[config.mk]
export PLATFORM = sky130hd
export DESIGN_NAME = brc_unit
export DESIGN_NICKNAME = d
export VERILOG_FILES = /design/src/rtl/brc_pkg.sv /design/src/rtl/brc_flagcalc.sv /design/src/rtl/brc_condeval.sv /design/src/rtl/brc_target.sv /design/src/rtl/brc_unit.sv
export SDC_FILE = /design/constraint.sdc
export NUM_CORES = 1
export LEC_CHECK = 0
export BUFFER_PORTS_ARGS = -buffer_cell sky130_fd_sc_hd__buf_4
export CORE_MARGIN = 3
export CORE_UTILIZATION = 55
export DETAILED_ROUTE_END_ITERATION = 7
export PLACE_DENSITY_LB_ADDON = 0.25
export REMOVE_ABC_BUFFERS = 1
export SETUP_SLACK_MARGIN = 0.3
export SLEW_MARGIN = 5
export SYNTH_ARGS = -nofsm -noshare
export SYNTH_HDL_FRONTEND = slang
export SYNTH_HIERARCHICAL = 1
export SYNTH_SLANG_ARGS = --single-unit
[constraint.sdc]
create_clock -name clk -period 3.55 [get_ports clk]
set_input_delay 0.355 -clock clk [delete_from_list [all_inputs] [get_ports clk]]
set_output_delay 0.355 -clock clk [all_outputs]
set_load 0.02 [all_outputs]
[src/rtl/brc_pkg.sv]
package brc_pkg;

  typedef enum logic [1:0] {
    STY_FLAGS = 2'd0,
    STY_REG   = 2'd1,
    STY_CMP   = 2'd2,
    STY_NONE  = 2'd3
  } style_e;

  typedef enum logic [1:0] {
    CND_EQ    = 2'd0,
    CND_NE    = 2'd1,
    CND_GT    = 2'd2,
    CND_NEVER = 2'd3
  } cond_e;

  // Packed so that the 4-bit view is {n, z, c, v}
  typedef struct packed {
    logic n;
    logic z;
    logic c;
    logic v;
  } flags_t;

endpackage

[src/rtl/brc_flagcalc.sv]
module brc_flagcalc
  import brc_pkg::*;
#(
  parameter int W = 32
) (
  input  logic [W-1:0] a,
  input  logic [W-1:0] b,
  input  logic         sub,
  output flags_t       flg
);

  logic [W:0]   sum_ext;
  logic [W-1:0] b_eff;
  logic [W-1:0] res;

  always_comb begin
    b_eff   = sub ? ~b : b;
    sum_ext = {1'b0, a} + {1'b0, b_eff} + {{W{1'b0}}, sub};
    res     = sum_ext[W-1:0];
    flg.n   = res[W-1];
    flg.z   = (res == '0);
    flg.c   = sum_ext[W];
    flg.v   = (a[W-1] == b_eff[W-1]) && (res[W-1] != a[W-1]);
  end

endmodule

[src/rtl/brc_condeval.sv]
module brc_condeval
  import brc_pkg::*;
(
  input  flags_t     f,
  input  logic [1:0] cond,
  output logic       hit
);

  always_comb begin
    unique case (cond_e'(cond))
      CND_EQ:  hit = f.z;
      CND_NE:  hit = !f.z;
      CND_GT:  hit = !f.z && (f.n == f.v);
      default: hit = 1'b0;
    endcase
  end

endmodule

[src/rtl/brc_target.sv]
module brc_target #(
  parameter int AW = 32,
  parameter int OW = 16
) (
  input  logic [AW-1:0] pc,
  input  logic [OW-1:0] off,
  output logic [AW-1:0] tgt
);

  localparam int EXT_W = AW - OW;

  logic [AW-1:0] off_sext;

  always_comb begin
    off_sext = {{EXT_W{off[OW-1]}}, off};
    tgt      = pc + AW'(4) + (off_sext << 2);
  end

endmodule

[src/rtl/brc_unit.sv]
module brc_unit
  import brc_pkg::*;
#(
  parameter int DATA_W = 32,
  parameter int ADDR_W = 32,
  parameter int OFFS_W = 16
) (
  input  logic              clk,
  input  logic              rst_n,
  input  logic              fl_we,
  input  logic              fl_sub,
  input  logic [DATA_W-1:0] fl_a,
  input  logic [DATA_W-1:0] fl_b,
  input  logic              set_valid,
  input  logic [1:0]        set_cond,
  input  logic [DATA_W-1:0] set_a,
  input  logic [DATA_W-1:0] set_b,
  input  logic              br_valid,
  input  logic [1:0]        br_style,
  input  logic [1:0]        br_cond,
  input  logic [ADDR_W-1:0] br_pc,
  input  logic [OFFS_W-1:0] br_offset,
  input  logic [DATA_W-1:0] br_ra,
  input  logic [DATA_W-1:0] br_rb,
  output logic [3:0]        flags,
  output logic              set_done,
  output logic [DATA_W-1:0] set_out,
  output logic              br_done,
  output logic              br_taken,
  output logic [ADDR_W-1:0] br_target
);

  // reset: asserted asynchronously, released on a clock edge
  logic rst_s0, rst_q_n;

  always_ff @(posedge clk or negedge rst_n) begin
    if (!rst_n) begin
      rst_s0  <= 1'b0;
      rst_q_n <= 1'b0;
    end else begin
      rst_s0  <= 1'b1;
      rst_q_n <= rst_s0;
    end
  end

  // datapath
  flags_t flags_q, flags_d;
  flags_t alu_flg, cmp_flg, zro_flg, set_flg, br_src_flg;
  logic   br_hit, set_hit;
  logic [1:0] br_cond_eff;
  logic [ADDR_W-1:0] tgt_calc;

  brc_flagcalc #(.W(DATA_W)) u_alu_flg (
    .a(fl_a), .b(fl_b), .sub(fl_sub), .flg(alu_flg)
  );

  brc_flagcalc #(.W(DATA_W)) u_cmp_flg (
    .a(br_ra), .b(br_rb), .sub(1'b1), .flg(cmp_flg)
  );

  brc_flagcalc #(.W(DATA_W)) u_zro_flg (
    .a(br_ra), .b({DATA_W{1'b0}}), .sub(1'b1), .flg(zro_flg)
  );

  brc_flagcalc #(.W(DATA_W)) u_set_flg (
    .a(set_a), .b(set_b), .sub(1'b1), .flg(set_flg)
  );

  always_comb begin
    br_cond_eff = br_cond;
    unique case (style_e'(br_style))
      STY_FLAGS: br_src_flg = flags_q;
      STY_REG:   br_src_flg = zro_flg;
      STY_CMP:   br_src_flg = cmp_flg;
      default: begin
        br_src_flg  = flags_q;
        br_cond_eff = CND_NEVER;
      end
    endcase
  end

  brc_condeval u_br_cond (
    .f(br_src_flg), .cond(br_cond_eff), .hit(br_hit)
  );

  brc_condeval u_set_cond (
    .f(set_flg), .cond(set_cond), .hit(set_hit)
  );

  brc_target #(.AW(ADDR_W), .OW(OFFS_W)) u_tgt (
    .pc(br_pc), .off(br_offset), .tgt(tgt_calc)
  );

  // next state
  logic              taken_q, taken_d;
  logic [ADDR_W-1:0] tgt_q, tgt_d;
  logic              bdone_q, sdone_q;
  logic [DATA_W-1:0] sout_q, sout_d;

  always_comb begin
    flags_d = fl_we     ? alu_flg  : flags_q;
    taken_d = br_valid  ? br_hit   : taken_q;
    tgt_d   = br_valid  ? tgt_calc : tgt_q;
    sout_d  = set_valid ? {{(DATA_W-1){1'b0}}, set_hit} : sout_q;
  end

  // registers
  always_ff @(posedge clk or negedge rst_q_n) begin
    if (!rst_q_n) begin
      flags_q <= '0;
      taken_q <= 1'b0;
      tgt_q   <= '0;
      bdone_q <= 1'b0;
      sdone_q <= 1'b0;
      sout_q  <= '0;
    end else begin
      flags_q <= flags_d;
      taken_q <= taken_d;
      tgt_q   <= tgt_d;
      bdone_q <= br_valid;
      sdone_q <= set_valid;
      sout_q  <= sout_d;
    end
  end

  assign flags     = flags_q;
  assign br_taken  = taken_q;
  assign br_target = tgt_q;
  assign br_done   = bdone_q;
  assign set_done  = sdone_q;
  assign set_out   = sout_q;

endmodule

After elaboration in Yosys (flattened, before gate mapping)
Cells that the tools add are included.
{ "word_totals": {"out_inout_bits": 71, "elab_cells": 60, "in_bits": 252, "register_bits": 42} }
{ "op_classes": {"reduce_logical": 16, "bitwise_logic": 3, "eq_ne": 15, "muxes": 5, "n_addsub": 10} }
{ "ops": {"columns": ["op", "count"], "rows": [
  ["$logic_not A32 Y1", 4],
  ["$not A32 Y32", 3],
  ["$add A32 B32 Y33", 2],
  ["$add A33 B1 Y33 const B", 2],
  ["$add A32 B32 Y32", 2],
  ["$add A32 B32 Y33 const B", 1],
  ["$add A33 B1 Y33", 1],
  ["$add A32 B1 Y32 const B", 1],
  ["$add A32 B3 Y32 const B", 1],
  ["$mux W32", 1],
  ["$pmux W4 S2", 1],
  ["$eq A2 B1 Y1 const B", 3],
  ["$eq A2 B2 Y1 const B", 3],
  ["$logic_and A1 B1 Y1", 6],
  ["$logic_not A2 Y1", 3],
  ["$pmux W1 S3", 2],
  ["$eq A1 B1 Y1", 5],
  ["$ne A1 B1 Y1", 4],
  ["$reduce_or A3 Y1", 1],
  ["$logic_not A1 Y1", 2],
  ["$mux W2", 1]
]} }

Longest topological paths before layout
{ "logic_depth": {"ltp_word": 9, "depth_mapped": 21} }

By module
The synthesis kept the hierarchy.
{ "modules_own_cells": {"columns": ["mod", "seq_area_each_um2", "cells_each", "area_each_um2", "n_inst"], "rows": [
  ["brc_flagcalc at u_alu_flg ...", 0.0, 314, 2253.4, 3],
  ["brc_flagcalc at u_zro_flg", 0.0, 345, 2434.8, 1],
  ["brc_target", 0.0, 281, 2104.5, 1],
  ["brc_unit", 1051.0, 136, 2025.7, 1],
  ["brc_condeval", 0.0, 7, 42.5, 2]
]} }

Worst setup path before layout
OpenSTA, ideal clock, no wires.
{ "synth_path": {"kind": "in2reg", "start": "in br_rb[0]", "end": "reg taken_q (netlist: br_taken)", "t_arrival_ns": 3.523, "required_time_ns": 3.425, "stages": 17, "path_slack_ns": -0.098, "path_buffers": 0, "setup_ns": 0.125, "cell_sequence": "mux2i_2 fa_1 nand2b_1 a21oi_1 o41ai_2 a21boi_1 o21a_1 o41a_1 nor4_1 o2111ai_1 nor4_2 a22oi_1 o21ai_0 nor3b_2 a21oi_1 nand2_1 mux2_4"} }
{ "synth_rtl": {"columns": ["element", "line_no", "rtl"], "rows": [
  ["start, declared", "brc_unit.sv:24", "input logic [DATA_W-1:0] br_rb,"],
  ["end signal, assigned", "brc_unit.sv:118", "taken_q <= taken_d;"],
  ["end, declared", "brc_unit.sv:95", "logic taken_q, taken_d;"]
]} }

==> results.md <==
- Number of buffers created by CTS: 5
- Setup-violating endpoint count in the final report: 2
- Remaining global-route overflow: 0
- Reg clk slew, reported paths: 0.07 ns
- Detailed-route via count: 15500
- Number of buffers inserted by port buffering: 291
- Power density normalized to cell area: 318 mW/mm2
- I/O pins: 323
- Root buffer selected by CTS: sky130_fd_sc_hd__clkbuf_16
- Critical Path Sink Type: register
- Hold Violations, Final: 0
- Clock Skews: 0.00931 ns
- Commonest non-fill, non-tap cells in the layout: sky130_fd_sc_hd__buf_4, sky130_fd_sc_hd__ha_1, sky130_fd_sc_hd__xor2_1, sky130_fd_sc_hd__a21oi_1, sky130_fd_sc_hd__nand2_1
- Final critical path time including I/O delays and setup: 3.75 ns
- Pin count of the biggest net entering global routing: 41
- Antenna violations before repair: 0
- Fill count: 1718
- Final routed wire length divided by cell count: 17.4 um
- Arrival time of data at the critical path endpoint: 3.92 ns
- First-pass GRT wire length: 72000 um
- Hpwl dp: 37800 um
- Worst path slowest cell: sky130_fd_sc_hd__nor4_1
- Switching Fraction: 0.472
- Logic pwr share: 0.804
- Final net count: 2757
- Number of global-route vias before repair: 15300
- Die footprint: 0.0261 mm2
- Std-Cell Rows: 56
- Die height: 162 um
- Class of the tightest hold or removal check: primary input to register
- Transition time at the pin with the least slew margin: 0.944 ns
- Number of levels in the clock H-tree: 2
- Cell Chain, Critical Path: buf_4 > buf_4 > ha_1 > buf_4 > nand4_1 > nor3_2 > o211ai_1 > nand2_1 > mux2i_1 > nand3_1 > nor4_1 > nand4_1 > nor4_2 > a22oi_1 > o21ai_1 > buf_4 > nor3b_2 > a21oi_1 > nand2_1 > mux2_4
- Period Utilization, post-route: 1.06
- Classification of the worst setup path: primary input to register
- Max Root-Sink Buffers: 2
- Count of antenna diodes in the layout: 0
- Detail-routed via count per cell: 5.90
- Mapped Area: 0.0133 mm2
- Routability congestion estimate: 0.997
- Delay-heaviest family, CP: simple AND/OR/NAND/NOR gates
- CTS tree: built
- Gate count of the mapped netlist: 1702
- Chip Width: 162 um
- Number of max-cap violations: 0
- Layout area overhead: 39.8%
- Max Clock Freq: 267 MHz
- Tightest slew margin relative to the limit: 0.371
- Run status: finished, violations left
- Reg-to-reg setup timing slack: 2.24 ns
- Critical path required time: 3.72 ns
- Cell occurring most often along the worst timing path: sky130_fd_sc_hd__buf_4
- VDD IR-drop max: 288 uV
- Number of pins exceeding their max-slew limit in the final report: 0
- Initial standard-cell utilization of the core: 0.564
- Switching pwr: 2.79 mW
- Worst Slack Setup Final: -0.197 ns
- Setup repair after global routing missed its margin: yes
- First-pass detailed-route iteration total: 7
- DRT iter0 DRCs: 1107
- Combined global-route utilization of all metal layers: 0.325
- Clk pwr share: 0.076
- Static leakage: 8.91 nW
- DRC Markers: 0
- Post-DRT Antenna Nets: 0
- Core area: 0.0236 mm2
- Top fanout value on the critical path: 4
- Violated checks: negative setup slack
- Reg power frac: 0.120
- Startpoint kind of the worst setup timing path: primary input
- Cell-internal power: 3.13 mW
- Synthesized area divided by synthesized cell count: 7.83 um2
- Final wirelength: 45600 um
- Commonest non-fill, non-tap cell in the layout: sky130_fd_sc_hd__buf_4
- Number of warnings printed during yosys synthesis: 6
- Utilization after layout: 0.789
- Clock latency on the worst-skew pair: 0.29 ns
- Peak per-stage delay on the critical path: 0.39 ns
- Proportion of layout cells with a drive suffix above 1: 0.340
- Total buffers and inverters traversed by the critical path: 4
- Sum of internal, switching and leakage power: 5.92 mW
- Clock tree sinks: 42
-- worst reg2reg max path, cell delays in order (launching register included) --
cell	delay (ns)
sky130_fd_sc_hd__dfrtp_1	0.44
sky130_fd_sc_hd__nand2_1	0.08
sky130_fd_sc_hd__o21ai_1	0.08
sky130_fd_sc_hd__buf_4	0.14
sky130_fd_sc_hd__nor3b_2	0.04
sky130_fd_sc_hd__a21oi_1	0.11
sky130_fd_sc_hd__nand2_1	0.07
sky130_fd_sc_hd__mux2_4	0.25
-- power groups by stage --
stage / sequential [mW] / clock, mW / combinational, mW
after floorplan: 0.850 / 0 / 2.53
after global placement: 0.705 / 0 / 4.40
after detailed placement: 0.708 / 0 / 4.49
after CTS: 0.709 / 0.460 / 4.58
after global routing: 0.723 / 0.475 / 5.15
final: 0.708 / 0.452 / 4.76
-- metal layers --
layer	vias up	wire length, um	global-route usage
li1	7480	-	-
met1	7235	18500	0.398
met2	670	22300	0.589
met3	120	3280	0.0418
met4	0	1620	0.107
met5	-	0	0
-- worst paths after layout --
check	start	endpoint	cells after the start
max in group asynchronous	rst_q_n	br_target[24]	0
worst min register to register	rst_s0	rst_q_n	0
min in group asynchronous	rst_n	rst_q_n	2
worst max-delay path	br_ra[10]	br_taken	20
worst max register to register	flags[2]	br_taken	7
worst min-delay path	set_valid	set_done	1
-- final cells by class --
cell class | instances | area, um2 | share of cell area
Timing Repair Buffer | 622 | 4700 | 0.252
Inverter | 65 | 244 | 0.0131
Tap cell | 319 | 399 | 0.0214
Multi-Input combinational cell | 1572 | 12100 | 0.649
Sequential cell | 42 | 1050 | 0.0565
Clock buffer | 8 | 136 | 0.00732
-- per-stage QoR --
stage	instances	area (um2)	setup slack, ns	hold slack (ns)	TNS, ns
floorplan	1679	13000	-0.0979	0.0594	-0.0979
global placement	2618	18000	-0.649	0.141	-1.24
detailed placement	2618	18000	-0.686	0.139	-1.54
CTS	2628	18400	-0.202	0.179	-0.202
global route	2628	18600	-0.425	0.184	-0.559
finish	2628	18600	-0.197	0.183	-0.211
-- what timing repair did --
item | CTS | global route
pin swaps | 23 | 13
setup endpoints to repair | 4 | 4
resized for setup | 37 | 43
hold buffers | 1 | 0
setup buffers | 1 | 0
endpoints found under the hold margin | 2 | 0
-- flip-flops by register name (all words and copies together), names as in the netlist --
| register | count |
|---|---|
| br_done | 1 |
| br_target | 32 |
| rst_q_n | 1 |
| rst_s0 | 1 |
| br_taken | 1 |
| flags | 4 |
| set_done | 1 |
| set_out | 1 |
No activity file was read; power rests on OpenSTA's default activity.
